[src/rtl/mdio_mgmt.sv]
module mdio_mgmt #(
  parameter logic [7:0] DIV_RST  = 8'd31,
  parameter int         PRE_LEN  = 32,
  parameter logic [4:0] POLL_REG = 5'd1
) (
  input  logic        clk,
  input  logic        rst_n,
  input  logic [1:0]  reg_sel,
  input  logic        reg_wr,
  input  logic [31:0] reg_wdata,
  output logic [31:0] reg_rdata,
  output logic        mdc,
  output logic        mdio_out,
  output logic        mdio_oe,
  input  logic        mdio_in
);
  localparam int FL = PRE_LEN + 32;
  localparam int BW = $clog2(FL + 1);
  localparam logic [BW-1:0] LAST = BW'(FL);
  localparam logic [BW-1:0] TA0  = BW'(PRE_LEN + 14);
  localparam logic [BW-1:0] TA1  = BW'(PRE_LEN + 15);
  localparam logic [BW-1:0] DAT0 = BW'(PRE_LEN + 16);

  logic [7:0]    div_q, cnt_q;
  logic          en_q, fen_q, flt_q;
  logic          go_q, wr_q, ack_q;
  logic [4:0]    ureg_q, uphy_q, ptr_q;
  logic [15:0]   udat_q, rsh_q;
  logic [31:0]   alive_q;
  logic          mdc_q, busy_q, cur_user_q, cur_rd_q, tack_q, mdo_q, oe_q;
  logic [BW-1:0] bit_q;
  logic [FL-1:0] sr_q, frm;

  logic [7:0] d, hd;
  logic       rise_ev, fall_ev;
  logic [BW-1:0] idx;
  logic unused_w;

  assign unused_w = ^reg_wdata[29:26];
  assign d        = (div_q == 8'd0) ? 8'd1 : div_q;
  assign hd       = (d - 8'd1) >> 1;
  assign rise_ev  = en_q && (cnt_q >= d);
  assign fall_ev  = en_q && mdc_q && (cnt_q >= hd) && (cnt_q < d);
  assign idx      = bit_q - BW'(1);

  assign mdc      = mdc_q;
  assign mdio_out = mdo_q;
  assign mdio_oe  = oe_q;

  always_comb begin
    if (go_q)
      frm = {{PRE_LEN{1'b1}}, 2'b01, (wr_q ? 2'b01 : 2'b10), uphy_q, ureg_q,
             2'b10, (wr_q ? udat_q : 16'hFFFF)};
    else
      frm = {{PRE_LEN{1'b1}}, 2'b01, 2'b10, ptr_q, POLL_REG, 2'b10, 16'hFFFF};
  end

  always_comb begin
    reg_rdata = 32'd0;
    case (reg_sel)
      2'd0: begin
        reg_rdata[31]  = !busy_q;
        reg_rdata[30]  = en_q;
        reg_rdata[17]  = flt_q;
        reg_rdata[16]  = fen_q;
        reg_rdata[7:0] = div_q;
      end
      2'd1: reg_rdata = alive_q;
      2'd2: reg_rdata = {go_q, wr_q, ack_q, 3'b000, ureg_q, uphy_q, udat_q};
      default: reg_rdata = 32'd0;
    endcase
  end

  always_ff @(posedge clk or negedge rst_n) begin
    if (!rst_n) begin
      cnt_q <= 8'd0;
      mdc_q <= 1'b0;
    end else if (!en_q) begin
      cnt_q <= 8'd0;
      mdc_q <= 1'b0;
    end else if (rise_ev) begin
      cnt_q <= 8'd0;
      mdc_q <= 1'b1;
    end else begin
      cnt_q <= cnt_q + 8'd1;
      if (fall_ev) mdc_q <= 1'b0;
    end
  end

  always_ff @(posedge clk or negedge rst_n) begin
    if (!rst_n) begin
      div_q <= DIV_RST;
      en_q  <= 1'b0;
      fen_q <= 1'b0;
      flt_q <= 1'b0;
    end else begin
      if (reg_wr && reg_sel == 2'd0) begin
        div_q <= reg_wdata[7:0];
        en_q  <= reg_wdata[30];
        fen_q <= reg_wdata[16];
        if (reg_wdata[17]) flt_q <= 1'b0;
      end
      if (rise_ev && oe_q && fen_q && (mdio_in != mdo_q)) flt_q <= 1'b1;
    end
  end

  always_ff @(posedge clk or negedge rst_n) begin
    if (!rst_n) begin
      go_q       <= 1'b0;
      wr_q       <= 1'b0;
      ack_q      <= 1'b0;
      ureg_q     <= 5'd0;
      uphy_q     <= 5'd0;
      udat_q     <= 16'd0;
      alive_q    <= 32'd0;
      ptr_q      <= 5'd0;
      busy_q     <= 1'b0;
      cur_user_q <= 1'b0;
      cur_rd_q   <= 1'b0;
      tack_q     <= 1'b0;
      rsh_q      <= 16'd0;
      mdo_q      <= 1'b1;
      oe_q       <= 1'b0;
      bit_q      <= '0;
      sr_q       <= '0;
    end else begin
      if (reg_wr && reg_sel == 2'd2 && !go_q) begin
        go_q   <= reg_wdata[31];
        wr_q   <= reg_wdata[30];
        ack_q  <= 1'b0;
        ureg_q <= reg_wdata[25:21];
        uphy_q <= reg_wdata[20:16];
        udat_q <= reg_wdata[15:0];
      end

      if (rise_ev && busy_q && bit_q != '0 && cur_rd_q) begin
        if (idx == TA1) tack_q <= !mdio_in;
        if (idx >= DAT0) rsh_q <= {rsh_q[14:0], mdio_in};
      end

      if (fall_ev) begin
        if (busy_q && bit_q == LAST) begin
          busy_q <= 1'b0;
          oe_q   <= 1'b0;
          mdo_q  <= 1'b1;
          if (cur_user_q) begin
            go_q  <= 1'b0;
            ack_q <= cur_rd_q && tack_q;
            if (cur_rd_q) udat_q <= rsh_q;
          end else begin
            alive_q[ptr_q] <= tack_q;
            ptr_q          <= ptr_q + 5'd1;
          end
        end else if (busy_q) begin
          mdo_q <= sr_q[FL-1];
          sr_q  <= {sr_q[FL-2:0], 1'b0};
          oe_q  <= !(cur_rd_q && bit_q >= TA0);
          bit_q <= bit_q + BW'(1);
        end else begin
          busy_q     <= 1'b1;
          cur_user_q <= go_q;
          cur_rd_q   <= go_q ? !wr_q : 1'b1;
          tack_q     <= 1'b0;
          mdo_q      <= frm[FL-1];
          sr_q       <= {frm[FL-2:0], 1'b0};
          oe_q       <= 1'b1;
          bit_q      <= BW'(1);
        end
      end
    end
  end
endmodule

[config.mk]
export PLATFORM = sky130hd
export DESIGN_NAME = mdio_mgmt
export DESIGN_NICKNAME = d
export VERILOG_FILES = /design/src/rtl/mdio_mgmt.sv
export SDC_FILE = /design/constraint.sdc
export NUM_CORES = 1
export LEC_CHECK = 0
export ABC_CLOCK_PERIOD_IN_PS = 4200
export BUFFER_PORTS_ARGS = -buffer_cell sky130_fd_sc_hd__buf_2
export CORE_MARGIN = 2
export CORE_UTILIZATION = 40
export DETAILED_ROUTE_END_ITERATION = 10
export PLACE_DENSITY_LB_ADDON = 0.3
export SYNTH_ARGS = -nofsm -noshare
export SYNTH_HDL_FRONTEND = slang
export SYNTH_SLANG_ARGS = --single-unit
[constraint.sdc]
create_clock -name clk -period 4.2 [get_ports clk]
set_clock_uncertainty 0.2 [all_clocks]
set_input_delay 0.63 -clock clk [delete_from_list [all_inputs] [get_ports clk]]
set_output_delay 0.63 -clock clk [all_outputs]
set_load 0.1 [all_outputs]
## Word level (Yosys, flattened, before mapping)

Index checks and enable logic that the tools add are counted.

| storage, ports and cells | value |
|---|---|
| bits in registers | 179 |
| bits in latches | 0 |
| bits in writable memories | 0 |
| memory bits (read-only) | 0 |
| input bits | 38 |
| word-level logic and storage cells | 122 |
| memories | 0 |

| operators by class | value |
|---|---|
| add/subtract/negate cells | 5 |
| $mul | 0 |
| div/mod/pow operators | 0 |
| order comparisons | 7 |
| eq/ne operators | 6 |
| shift operators | 0 |
| mux-type cells | 46 |
| bitwise operators | 3 |
| reduce and logical (&&, ||, !) cells | 32 |

Operators with widths:

| kind | count |
|---|---|
| 16-bit two-way mux | 6 |
| 64-bit two-way mux | 1 |
| 32-bit bitwise mux | 1 |
| 30-bit two-way mux | 1 |
| 1-bit two-way mux | 26 |
| 8-bit two-way mux | 3 |
| 12-bit case mux with 2 select lines | 1 |
| 8-bit case mux with 3 select lines | 1 |
| 1-bit logical AND | 17 |
| 8-bit case mux with 2 select lines | 1 |
| 7-bit by 6-bit >= comparator with 1-bit output, second input constant | 2 |
| 2-bit case mux with 3 select lines | 2 |
| 8-bit by 1-bit adder with 8-bit output, second input constant | 1 |
| 8-bit by 7-bit >= comparator with 1-bit output | 1 |
| 8-bit >= comparator | 1 |
| 8-bit zero test | 1 |
| 8-bit < comparator | 1 |
| 8-bit by 1-bit subtractor with 8-bit output, second input constant | 1 |
| 7-bit by 1-bit adder with 7-bit output, second input constant | 1 |
| 7-bit by 6-bit == test with 1-bit output, second input constant | 1 |
| 7-bit == test, second input constant | 1 |
| 7-bit two-way mux | 1 |
| 7-bit nonzero test | 1 |
| 7-bit by 1-bit subtractor with 7-bit output, second input constant | 1 |
| other kinds (15) | 25 |

## Logic depth before layout (Yosys ltp)

| logic depth | value |
|---|---|
| depth after elaboration | 11 |
| gate-level depth with buffers | 19 |
| gate-level depth less buffers | 16 |

## Worst setup path after synthesis

No wires, ideal clock.

| timing path | value |
|---|---|
| kind | register to register |
| start | register div_q[3] |
| end | register sr_q[24] |
| setup time | 0.125 ns |
| arrival time | 3.839 ns |
| data required time | 3.875 ns |
| setup slack | 0.037 ns |
| stages on the path, launching flop included | 19 |
| cell sequence | dfstp_2 > or3_1 > nand2b_1 > or3_1 > o21bai_1 > inv_1 > ha_1 > inv_1 > nor2_1 > xnor2_1 > ha_1 > a21o_1 > a211o_1 > a31oi_1 > a2111o_1 > nand2b_1 > buf_4 > buf_2 > mux2_2 |

| between the ends | value |
|---|---|
| cells in the longest elaborated chain, start to end | 7 |

RTL lines:

| element | RTL line | RTL |
|---|---|---|
| start, declared | 24 | `logic [7:0] div_q, cnt_q;` |
| start signal, assigned | 98 | `div_q <= reg_wdata[7:0];` |
| 8-bit zero test | 40 | `assign d = (div_q == 8'd0) ? 8'd1 : div_q;` |
| 8-bit two-way mux (*) | 40 |  |
| 8-bit by 1-bit subtractor with 8-bit output | 41 | `assign hd = (d - 8'd1) >> 1;` |
| 8-bit by 7-bit >= comparator with 1-bit output | 43 | `assign fall_ev = en_q && mdc_q && (cnt_q >= hd) && (cnt_q < d);` |
| 1-bit logical AND | 43 |  |
| 1-bit logical AND (*) | 43 |  |
| 2-bit AND reduction (no line) (*) | - |  |
| end signal, assigned | 156 | `sr_q <= {sr_q[FL-2:0], 1'b0};` |
| end signal, assigned | 165 | `sr_q <= {frm[FL-2:0], 1'b0};` |
| end, declared | 32 | `logic [FL-1:0] sr_q, frm;` |

Every way passes the cells marked *; elsewhere a longest branch is shown, timed or not.
A chain may end at the register's enable or synchronous reset.

## Worst setup path after layout

| timing path | value |
|---|---|
| start | register div_q[2] |
| end | register alive_q[12] |

| between the ends | value |
|---|---|
| cells in the longest elaborated chain, start to end | 7 |

RTL lines:

| element | RTL line | RTL |
|---|---|---|
| 8-bit zero test | 40 |  |
| 8-bit two-way mux (*) | 40 |  |
| 8-bit by 1-bit subtractor with 8-bit output | 41 |  |
| 8-bit by 7-bit >= comparator with 1-bit output | 43 |  |
| 1-bit logical AND | 43 |  |
| 1-bit logical AND (*) | 43 |  |
| 3-bit AND reduction (no line) (*) | - |  |
| end signal, assigned by index | 151 | `alive_q[ptr_q] <= tack_q;` |
| end, declared | 29 | `logic [31:0] alive_q;` |

Marked as above.

==> metrics.cfg <==
[worst_setup_path]
crit_required_ns=4.32
end_kind=register
reg2reg_depth=18
cp.arrival_ns=4.43
cp-start-kind=register
rr_endpoint=alive_q[12]$_DFFE_PN0P_
regToRegStartpoint=div_q[2]$_DFFE_PN1P_
criticalPathCategory=reg -> reg
reg2reg_slack_ns=-0.11
crit_fanout=4

[sta]
max-slew-margin-rel_pct=21.4
setup_ws_ns=-0.109
rsz0062_at_grt=true
holdWs_ns=0.0765
fmax_mhz=232
slew_viol_final=0
setup_violations=18
tightest_slew_ns=1.18
finalCritPeriodShare_pct=103
post-route-min-period_ns=4.31
hold_viol=0
tns_ns=-0.632

[power]
power.density_nw_per_um2=416
leakage_nw=5.60
peakVddDrop_mv=0.297

[global_route]
grt-ovfl-total=0
grt.met3_usage_pct=3.49
antenna_found_initial=0
grt_busiest_layer=met2
grt_pass1_vias=6923
grt_use_met2_pct=30.5
groute.usage.overall_pct=19.2
grt_start_max_net_pins=92
use_met1_pct=26.0
grt_pass1_wl_um=36500

[run_status]
status=finished, violations left
violations=negative setup slack

[synthesis]
ys_ff_latch=178
syn_area_um2=8990
syn_inst=867
synth_flop_cell=dfrtp_1
syn_nets=933
yosysUniqueCellTypes=51
synth_area_per_cell_um2=10.4
ys_warn_count=0
synth_edf_count=0
yosysSeqAreaShare_pct=49.6
async_reset_ff_share_pct=100

[place]
hpwl_um=14600
place_inst=1183
place_area_um2=9700
gp_congestion=0.801
place_ws_ns=-0.0407
port_buffers=68

[layout]
final_cell_mix=dfrtp_1, o21ai_0, nand2_1, buf_2
antenna_cells=0
num-nets-final=1001
instances_no_fill=1228
drive_gt1_share_pct=32.1
layout_commonest_cell=dfrtp_1
syn2layout_area_growth_pct=26.1
fin_area_um2=11300
n_fill_cell=1882

[clock_network]
cts_tree=yes
clk_pin_slew_worst_paths_ns=0.07
cts.sinks=178
cts_root_buf=clkbuf_16
htreeDepth=4
insertion_delay_ns=0.43
holdBufCountCts=0
numCtsBuffers=17
cts.path.max_buffers=2

[floorplan]
start_util_pct=40.9
boundaryPins=73
coreArea_um2=22000
row_count=54
dieArea_um2=23700
die_h_um=154
die-width_um=154

[routing]
wl_um=23800
via_per_inst=5.71
vias=7009
drcViolationCount=0
wl_per_cell_um=19.4
drt_iter0_drc=507
drtPass1Iterations=7
detail-route-antenna-nets=0

[hold_path]
min_path_type=in -> async

[job]
maxCapViolations=0

critical path, cell delays in order (launching register included):
cell and delay (ns):
dfstp_2 0.37, or3_4 0.38, nand2b_4 0.15, or3_4 0.33, o21bai_1 0.19, inv_1 0.07, ha_2 0.18, inv_1 0.05
nor2_1 0.04, xnor2_1 0.12, ha_1 0.29, a21o_1 0.11, a211o_1 0.12, a31oi_1 0.05, a2111o_2 0.57, clkbuf_16 0.20
buf_12 0.13, nor4_4 0.29, mux2_4 0.34
cell families (layout without fill, tap and decap cells):
group                      Yosys count  in the layout  synth area share (%)
and+or+nand+nor                    247            247                  13.4
AOI/OAI and AO/OA                  193            193                  12.8
DFF                                178            178                  49.6
muxes                              117            117                  14.4
buffers and inverters               88            169                  4.32
adders and majority gates           28             28                  3.90
xor gates and xnor gates            16             16                  1.56
layer usage:
| layer | part of all wire, % | vias up |
|---|---|---|
| li1 | - | 3260 |
| met1 | 46 | 3556 |
| met2 | 48 | 160 |
| met3 | 3.7 | 33 |
| met4 | 2.5 | 0 |
| met5 | 0 | - |
flip-flops by register name, indices dropped and copies added, names as in the netlist, 5 cells and up:
register and cells:
cnt_q 8, bit_q 7, ureg_q 5, alive_q 32, div_q 8, ptr_q 5
sr_q 63, uphy_q 5, udat_q 16, rsh_q 16
final cells by class:
cell class	count	area [um^2]	share of cell area (%)
multi-input combinational	601	4870	42.9
sequential	178	4460	39.4
timing repair buffer	112	931	8.21
clock buffer	20	457	4.03
tap	280	350	3.09
clock inverter	12	178	1.57
inverter	25	93.8	0.828
how the worst max path moves through the flow:
stage | slack, ns | start | depth (start not counted) | end
after floorplan | 0.04 | div_q[3]$_DFFE_PN1P_ | 18 | sr_q[24]$_DFFE_PN0P_
after global placement | -0.01 | div_q[3]$_DFFE_PN1P_ | 16 | alive_q[19]$_DFFE_PN0P_
after detailed placement | -0.04 | div_q[3]$_DFFE_PN1P_ | 16 | alive_q[19]$_DFFE_PN0P_
after CTS | -0.02 | div_q[3]$_DFFE_PN1P_ | 16 | alive_q[17]$_DFFE_PN0P_
after global routing | -0.20 | div_q[2]$_DFFE_PN1P_ | 17 | alive_q[12]$_DFFE_PN0P_
final | -0.11 | div_q[2]$_DFFE_PN1P_ | 18 | alive_q[12]$_DFFE_PN0P_
cells in the mapped netlist (all sizes together), types with 2 or more instances:
library cell | n | area, um^2
and2 | 3 | 18.8
o31ai | 2 | 15.0
nor2 | 63 | 236
inv | 25 | 93.8
a21oi | 27 | 135
a22oi | 3 | 22.5
dfrtp | 172 | 4300
nand2 | 68 | 255
nor4 | 37 | 253
a22o | 18 | 158
and3 | 7 | 43.8
dfstp | 6 | 158
xor2 | 9 | 78.8
o21ai | 118 | 591
a2111o | 2 | 22.5
nand4 | 2 | 12.5
buf | 18 | 125
or3 | 4 | 25.0
ha | 28 | 350
clkbuf | 45 | 169
xnor2 | 7 | 61.3
nand3b | 4 | 30.0
nand3 | 16 | 80.1
or4 | 4 | 30.0
or2 | 3 | 18.8
nand2b | 5 | 31.3
mux2 | 95 | 1070
nor3 | 25 | 125
a31oi | 2 | 12.5
mux2i | 22 | 220
nor2b | 3 | 18.8
a222oi | 12 | 120
stage by stage:
stage	utilization [%]	power, W
finish	51.6	0.00471
global route	51.6	0.00493
CTS	47.3	0.00470
detailed placement	44.2	0.00298
global placement	44.2	0.00296
floorplan	-	0.00270
where the power goes:
part           switching [W]  internal [W]  total [W]  leakage, nW
Sequential          0.000183       0.00190    0.00208         2.37
Combinational       0.000570      0.000334   0.000904         2.92
Clock               0.000696       0.00103    0.00173        0.311
repair_timing:
item	in CTS	in global routing
pin swaps	0	46
endpoints found under the setup margin	17	128
gates resized for setup	9	173
gates cloned	0	6
setup buffers	0	7
Note: power is estimated with default switching activity, not from simulation.
